`src/rtl/credit_link_pkg.sv`:
```
package credit_link_pkg;
    typedef enum logic [1:0] {
        TX_WAIT  = 2'd0,
        TX_RUN   = 2'd1,
        TX_STALL = 2'd2
    } tx_state_e;

    typedef enum logic [1:0] {
        RX_GRANT = 2'd0,
        RX_IDLE  = 2'd1,
        RX_HOLD  = 2'd2
    } rx_state_e;
endpackage

```
`src/rtl/credit_pipe.sv`:
```
module credit_pipe #(
    parameter int W   = 8,
    parameter int LAT = 2
) (
    input  logic         clk,
    input  logic         rst_n,
    input  logic         in_valid,
    input  logic [W-1:0] in_data,
    output logic         out_valid,
    output logic [W-1:0] out_data
);
    generate
        if (LAT == 0) begin : g_wire
            assign out_valid = in_valid;
            assign out_data  = in_data;
        end else begin : g_regs
            logic [LAT-1:0] stg_v;
            logic [W-1:0]   stg_d [LAT];

            always_ff @(posedge clk) begin
                if (!rst_n) begin
                    for (int i = 0; i < LAT; i++) begin
                        stg_v[i] <= 1'b0;
                        stg_d[i] <= '0;
                    end
                end else begin
                    stg_v[0] <= in_valid;
                    stg_d[0] <= in_data;
                    for (int i = 1; i < LAT; i++) begin
                        stg_v[i] <= stg_v[i-1];
                        stg_d[i] <= stg_d[i-1];
                    end
                end
            end

            assign out_valid = stg_v[LAT-1];
            assign out_data  = stg_d[LAT-1];
        end
    endgenerate
endmodule

```
`src/rtl/credit_tx.sv`:
```
module credit_tx
    import credit_link_pkg::*;
#(
    parameter int DW    = 8,
    parameter int DEPTH = 8,
    parameter int CW    = 4
) (
    input  logic          clk,
    input  logic          rst_n,
    input  logic          src_valid,
    input  logic [DW-1:0] src_data,
    output logic          src_ready,
    output logic [CW-1:0] credit_level,
    input  logic          crd_valid,
    input  logic [CW-1:0] crd_count,
    output logic          fwd_valid,
    output logic [DW-1:0] fwd_data
);
    localparam logic [CW-1:0] DEPTH_C = CW'(DEPTH);

    tx_state_e     state, state_nxt;
    logic [CW-1:0] cnt, cnt_nxt, add_w, spend_w;
    logic          fire;

    // state register
    always_ff @(posedge clk) begin
        if (!rst_n) begin
            state     <= TX_WAIT;
            cnt       <= '0;
            fwd_valid <= 1'b0;
            fwd_data  <= '0;
        end else begin
            state     <= state_nxt;
            cnt       <= cnt_nxt;
            fwd_valid <= fire;
            if (fire) fwd_data <= src_data;
        end
    end

    // next state and outputs
    always_comb begin
        src_ready    = (state == TX_RUN);
        credit_level = cnt;
        fire         = src_valid && src_ready;
        add_w        = crd_valid ? crd_count : '0;
        spend_w      = {{(CW-1){1'b0}}, fire};
        cnt_nxt      = cnt + add_w - spend_w;
        state_nxt    = state;
        unique case (state)
            TX_WAIT:  if (crd_valid) state_nxt = (cnt_nxt != '0) ? TX_RUN : TX_STALL;
            TX_RUN:   if (cnt_nxt == '0) state_nxt = TX_STALL;
            TX_STALL: if (cnt_nxt != '0) state_nxt = TX_RUN;
            default:  state_nxt = TX_WAIT;
        endcase
    end

    AST_CREDIT_CAP: assert property (@(posedge clk) disable iff (!rst_n)
        cnt <= DEPTH_C);
    AST_READY_MATCH: assert property (@(posedge clk) disable iff (!rst_n)
        (state == TX_RUN) == (cnt != '0));
    AST_SPEND_ONE: assert property (@(posedge clk) disable iff (!rst_n)
        (fire && !crd_valid) |=> (cnt == $past(cnt) - 1'b1));
    AST_CREDIT_ADD: assert property (@(posedge clk) disable iff (!rst_n)
        crd_valid |=> (cnt == $past(cnt) + $past(crd_count) - {{(CW-1){1'b0}}, $past(fire)}));
endmodule

```
`src/rtl/credit_rx.sv`:
```
module credit_rx
    import credit_link_pkg::*;
#(
    parameter int DW     = 8,
    parameter int DEPTH  = 8,
    parameter int CW     = 4,
    parameter int THRESH = 4,
    parameter int TMO    = 8
) (
    input  logic          clk,
    input  logic          rst_n,
    input  logic          lnk_valid,
    input  logic [DW-1:0] lnk_data,
    output logic          sink_valid,
    output logic [DW-1:0] sink_data,
    input  logic          sink_pop,
    output logic          ret_valid,
    output logic [CW-1:0] ret_count
);
    localparam int PW = (DEPTH > 1) ? $clog2(DEPTH) : 1;
    localparam int AW = (TMO > 1) ? $clog2(TMO) : 1;
    localparam logic [CW-1:0] DEPTH_C  = CW'(DEPTH);
    localparam logic [CW-1:0] THRESH_C = CW'(THRESH);
    localparam logic [AW-1:0] AGE_LAST = AW'(TMO - 1);
    localparam logic [PW-1:0] PTR_LAST = PW'(DEPTH - 1);

    rx_state_e     state, state_nxt;
    logic [DW-1:0] mem [DEPTH];
    logic [PW-1:0] wr_ptr, rd_ptr;
    logic [CW-1:0] level, pend;
    logic [AW-1:0] age;
    logic          pop, flush;

    // state register, buffer and bundle counters
    always_ff @(posedge clk) begin
        if (!rst_n) begin
            state     <= RX_GRANT;
            wr_ptr    <= '0;
            rd_ptr    <= '0;
            level     <= '0;
            pend      <= '0;
            age       <= '0;
            ret_valid <= 1'b0;
            ret_count <= '0;
        end else begin
            state <= state_nxt;
            if (lnk_valid) wr_ptr <= (wr_ptr == PTR_LAST) ? '0 : wr_ptr + 1'b1;
            if (pop)       rd_ptr <= (rd_ptr == PTR_LAST) ? '0 : rd_ptr + 1'b1;
            level <= level + {{(CW-1){1'b0}}, lnk_valid} - {{(CW-1){1'b0}}, pop};
            if (state == RX_GRANT) pend <= '0;
            else if (flush)        pend <= {{(CW-1){1'b0}}, pop};
            else                   pend <= pend + {{(CW-1){1'b0}}, pop};
            age <= (state == RX_HOLD && state_nxt == RX_HOLD && !flush) ? age + 1'b1 : '0;
            ret_valid <= (state == RX_GRANT) || flush;
            ret_count <= (state == RX_GRANT) ? DEPTH_C : pend;
        end
    end

    always_ff @(posedge clk) begin
        if (lnk_valid) mem[wr_ptr] <= lnk_data;
    end

    // next state and outputs
    always_comb begin
        sink_valid = (level != '0);
        sink_data  = mem[rd_ptr];
        pop        = sink_pop && sink_valid;
        flush      = (state == RX_HOLD) && ((pend >= THRESH_C) || (age == AGE_LAST));
        state_nxt  = state;
        unique case (state)
            RX_GRANT: state_nxt = RX_IDLE;
            RX_IDLE:  if (pop) state_nxt = RX_HOLD;
            RX_HOLD:  if (flush && !pop) state_nxt = RX_IDLE;
            default:  state_nxt = RX_GRANT;
        endcase
    end

    AST_NO_OVERFLOW: assert property (@(posedge clk) disable iff (!rst_n)
        lnk_valid |-> (level < DEPTH_C));
    AST_TIMEOUT_FLUSH: assert property (@(posedge clk) disable iff (!rst_n)
        (state == RX_HOLD && age == AGE_LAST) |=> ret_valid);
    AST_BUNDLE_RANGE: assert property (@(posedge clk) disable iff (!rst_n)
        ret_valid |-> (ret_count != '0 && ret_count <= DEPTH_C));
    AST_EMPTY_NO_PEND: assert property (@(posedge clk) disable iff (!rst_n)
        (state == RX_IDLE) |-> (pend == '0));
endmodule

```
`src/rtl/credit_link.sv`:
```
module credit_link #(
    parameter int DW     = 8,
    parameter int DEPTH  = 8,
    parameter int THRESH = 4,
    parameter int TMO    = 8,
    parameter int LAT    = 2,
    localparam int CW    = $clog2(DEPTH + 1)
) (
    input  logic          clk,
    input  logic          rst_n,
    input  logic          src_valid,
    input  logic [DW-1:0] src_data,
    output logic          src_ready,
    output logic [CW-1:0] credit_level,
    output logic          sink_valid,
    output logic [DW-1:0] sink_data,
    input  logic          sink_pop,
    output logic          ret_valid,
    output logic [CW-1:0] ret_count
);
    logic          fwd_valid, lnk_valid, crd_valid;
    logic [DW-1:0] fwd_data, lnk_data;
    logic [CW-1:0] crd_count;

    credit_tx #(.DW(DW), .DEPTH(DEPTH), .CW(CW)) u_tx (
        .clk(clk), .rst_n(rst_n),
        .src_valid(src_valid), .src_data(src_data),
        .src_ready(src_ready), .credit_level(credit_level),
        .crd_valid(crd_valid), .crd_count(crd_count),
        .fwd_valid(fwd_valid), .fwd_data(fwd_data)
    );

    credit_pipe #(.W(DW), .LAT(LAT)) u_fwd_link (
        .clk(clk), .rst_n(rst_n),
        .in_valid(fwd_valid), .in_data(fwd_data),
        .out_valid(lnk_valid), .out_data(lnk_data)
    );

    credit_rx #(.DW(DW), .DEPTH(DEPTH), .CW(CW), .THRESH(THRESH), .TMO(TMO)) u_rx (
        .clk(clk), .rst_n(rst_n),
        .lnk_valid(lnk_valid), .lnk_data(lnk_data),
        .sink_valid(sink_valid), .sink_data(sink_data), .sink_pop(sink_pop),
        .ret_valid(ret_valid), .ret_count(ret_count)
    );

    credit_pipe #(.W(CW), .LAT(LAT)) u_ret_link (
        .clk(clk), .rst_n(rst_n),
        .in_valid(ret_valid), .in_data(ret_count),
        .out_valid(crd_valid), .out_data(crd_count)
    );
endmodule

```
`config.mk`:
```
export PLATFORM = sky130hd
export DESIGN_NAME = credit_link
export DESIGN_NICKNAME = d
export VERILOG_FILES = /design/src/rtl/credit_link_pkg.sv /design/src/rtl/credit_pipe.sv /design/src/rtl/credit_tx.sv /design/src/rtl/credit_rx.sv /design/src/rtl/credit_link.sv
export SDC_FILE = /design/constraint.sdc
export NUM_CORES = 1
export LEC_CHECK = 0
export BUFFER_PORTS_ARGS = -buffer_cell sky130_fd_sc_hd__buf_2
export CORE_MARGIN = 3
export CORE_UTILIZATION = 59
export DETAILED_ROUTE_END_ITERATION = 16
export PLACE_DENSITY = 0.8
export REMOVE_ABC_BUFFERS = 1
export SLEW_MARGIN = 5
export SYNTH_ARGS = -nofsm -noshare
export SYNTH_HDL_FRONTEND = slang
export SYNTH_HIERARCHICAL = 1
export SYNTH_SLANG_ARGS = --single-unit
```
`constraint.sdc`:
```
create_clock -name clk -period 2.95 [get_ports clk]
set_clock_uncertainty 0.1 [all_clocks]
set_input_delay 0.59 -clock clk [delete_from_list [all_inputs] [get_ports clk]]
set_output_delay 0.59 -clock clk [all_outputs]
set_load 0.005 [all_outputs]
```
==> out/qor.yml <==
slew_viol_final: 0
cts_root_buf: "clkbuf_8"
ys.warnings.count: 6
drtIter0Drc: 173
multi_input_area_um2: 1670
clkLatencyLatePin_ns: 0.52
p_leak_uw: 0.00213
hold_start: "src_data[5]"
fin_area_um2: 6020
cp-start-kind: "flop"
die_w_um: 100
overflow: 0
grt_max_degree: 24
clk_pin_slew_ns: 0.06
routed_wl_mm: 9.23
area_delta_synth_final_pct: 14.7
dpl.hpwl_mm: 5.67
fin_ws_ns: 0.136
min_path_cells: 3
start_util: 0.623
p_int_uw: 3660
pwr-share-clk: 0.434
cp_max_fo: 16
outcome: "finished, final reports clean"
peakVddDrop_mv: 0.529
dieArea_um2: 10100
htreeDepth: 4
num-fill-cells: 519
fmax_mhz: 355
grt_pass1_vias: 3021
fin_crit_ns: 2.81
holdBufCountCts: 0
drive_above_1_share: 0.228
finalSetupViolCount: 0
dpl.cell_count: 490
critPathRequiredTime_ns: 2.26
p_comb_frac: 0.131
rows: 33
cts_setup_buffers: 0
core_um2: 8420
die_y_um: 100
synth_seq_cells: 134
drtAntennaViolNets: 0
synth_area_um2: 5250
numPortBuffers: 30
ys_types: 40
gp_congestion: 0.783
rsz0062_at_grt: "no"
drt-wirelength-per-cell_um: 17.7
vias_per_cell: 5.55
min_period_over_period: 0.954
setup.worst_path.class: "reg2out"
arrival_ns: 2.12
ios: 31
dpl-instance-area_um2: 5410
synth_top_flop_cell: "dfxtp_1"
endpoint_kind: "output pin"
swShare: 0.252
max_cap_viol_count: 0
rr_worst_depth: 12
async_flop_share: 0
cts-resized-gates: 0
regArea_um2: 3320
cts_buffers: 17
r2r_setup_slack_ns: 0.33
timing.rr.end: "u_rx/level[2]"
min_path_type: "in2reg"
total_power_uw: 4890
vias: 2899
tightest_slew_ns: 0.924
final_cell_count_no_fill: 522
place_ws_ns: 0.298
holdPathEnd: "u_tx/fwd_data[5]"
seq_area_frac_synth: 0.634
num_antenna_cells: 0
clock-sinks: 134
track_usage: 0.205
antenna_found_initial: 0
synth-edff-count: 64
tns_ns: 0
synth_area_per_cell_um2: 14.1
grt_pass1_wl_mm: 15.1
p_seq_frac: 0.434
slew_headroom: 0.382
powerDensity_nw_per_um2: 813
drt_pass1_iterations: 4
cts_max_path_buffers: 2
fin_nets: 437
drc: 0
tritoncts: "yes"
switchingPower_uw: 1230
timing.rr.start: "u_rx/level[2]"
syn_inst: 372
hold_viol: 0
-- critical path: stages, from the launching register on --
cell     delay, ns
dfxtp_1       0.30
buf_4         0.27
mux4_1        0.61
mux2_2        0.29
buf_2         0.13
-- placed cells by master, fill, tap and decap left out, types with 4 or more instances in the layout --
| master | netlist | final |
|---|---|---|
| and3_1 | 5 | 5 |
| buf_4 | 12 | 8 |
| inv_1 | 20 | 20 |
| mux2_2 | 8 | 8 |
| nand3_1 | 11 | 11 |
| nor2b_1 | 7 | 7 |
| and2_2 | 14 | 14 |
| ha_1 | 19 | 19 |
| nand2b_1 | 6 | 6 |
| edfxtp_1 | 64 | 64 |
| nor2_1 | 15 | 15 |
| mux2i_1 | 6 | 6 |
| and2_1 | 19 | 19 |
| xnor2_1 | 6 | 6 |
| nand2_1 | 22 | 22 |
| mux4_1 | 16 | 16 |
| a21oi_1 | 11 | 11 |
| buf_2 | 2 | 30 |
| dfxtp_1 | 70 | 70 |
| inv_6 | 0 | 6 |
| clkbuf_16 | 0 | 16 |
| nand4_1 | 4 | 4 |
| nor3_1 | 4 | 4 |
-- per-layer routing --
layer	vias to the layer above	wire, µm	global-route usage
li1	1382	-	-
met4	0	136	0.0860
met3	15	499	0.0598
met1	1431	3730	0.243
met5	-	0	0
met2	71	4870	0.349
-- cells by family (layout without fill, tap and decap cells) --
logic type | Yosys count | in the layout | share of synthesized area
xor+xnor | 7 | 7 | 0.0117
buf+inv | 45 | 90 | 0.0472
compound gates | 21 | 21 | 0.0236
fa+ha+maj | 21 | 21 | 0.0530
mux | 30 | 30 | 0.109
flops | 134 | 134 | 0.634
simple gates | 114 | 114 | 0.122
-- stage by stage --
| step | utilization | hold slack [ns] |
|---|---|---|
| 6_report | 0.714 | 0.248 |
| 5_1_grt | 0.714 | 0.224 |
| 4_1_cts | 0.714 | 0.220 |
| 3_5_place_dp | 0.643 | 0.315 |
| 3_3_place_gp | 0.643 | 0.310 |
| 2_1_floorplan | - | 0.297 |
-- power groups by stage --
stage	clock network [µW]	registers [µW]	logic [µW]
6_report	2120	2130	643
5_1_grt	2230	2140	721
4_1_cts	2170	2130	646
3_5_place_dp	0	2170	638
3_3_place_gp	0	2160	611
2_1_floorplan	0	2150	447
-- flip-flops by register name, summed over array words and instances (netlist names), named ones only --
signal,count
u_rx/pend,4
u_fwd_link/g_regs.stg_d,16
u_tx/fwd_data,8
u_rx/ret_count,4
u_rx/rd_ptr,3
u_fwd_link/g_regs.stg_v,2
u_ret_link/g_regs.stg_v,2
u_rx/age,3
u_rx/mem,64
u_tx/fwd_valid,1
u_tx/state,2
u_rx/ret_valid,1
u_rx/level,4
u_rx/state,2
u_ret_link/g_regs.stg_d,8
u_rx/wr_ptr,3
u_tx/credit_level,4
-- cell type report --
class	count	area share
flip-flops and latches	134	0.552
multi-input cells	193	0.278
clock buffers	17	0.0688
repair buffers	38	0.0349
clock inverters	15	0.0314
well taps	105	0.0218
inverters	20	0.0125
-- worst max-delay path by stage --
stage | from | endpoint | slack [ns] | cells after the start
floorplan | u_tx/state[0] | u_tx/state[0] | 0.37 | 10
global placement | src_valid | u_tx/state[0] | 0.38 | 10
detailed placement | src_valid | u_tx/state[0] | 0.30 | 10
CTS | flop | sink_data[2] | 0.11 | 4
global route | flop | sink_data[2] | 0.04 | 4
finish | flop | sink_data[2] | 0.14 | 4
-- synthesized netlist by cell type (2+ instances only) --
| master | count | area (µm²) |
|---|---|---|
| and2_2 | 14 | 105 |
| dfxtp_1 | 70 | 1400 |
| buf_4 | 12 | 90.1 |
| nand4_1 | 4 | 25.0 |
| nand3_1 | 11 | 55.1 |
| xnor2_1 | 6 | 52.6 |
| a21oi_1 | 11 | 55.1 |
| edfxtp_1 | 64 | 1920 |
| mux2i_1 | 6 | 60.1 |
| and2_1 | 19 | 119 |
| mux4_1 | 16 | 420 |
| nand2_1 | 22 | 82.6 |
| nand2b_1 | 6 | 37.5 |
| clkbuf_1 | 7 | 26.3 |
| nor2_1 | 15 | 56.3 |
| nor3_1 | 4 | 20.0 |
| inv_1 | 20 | 75.1 |
| nor2b_1 | 7 | 43.8 |
| ha_1 | 19 | 238 |
| mux2_2 | 8 | 90.1 |
| buf_6 | 2 | 22.5 |
| o21ai_0 | 3 | 15.0 |
| and3_1 | 5 | 31.3 |
| buf_2 | 2 | 10.0 |
| fa_1 | 2 | 40.0 |
| a21o_1 | 2 | 15.0 |
| nor4b_1 | 2 | 17.5 |
Note: power is estimated with default switching activity, not from simulation.
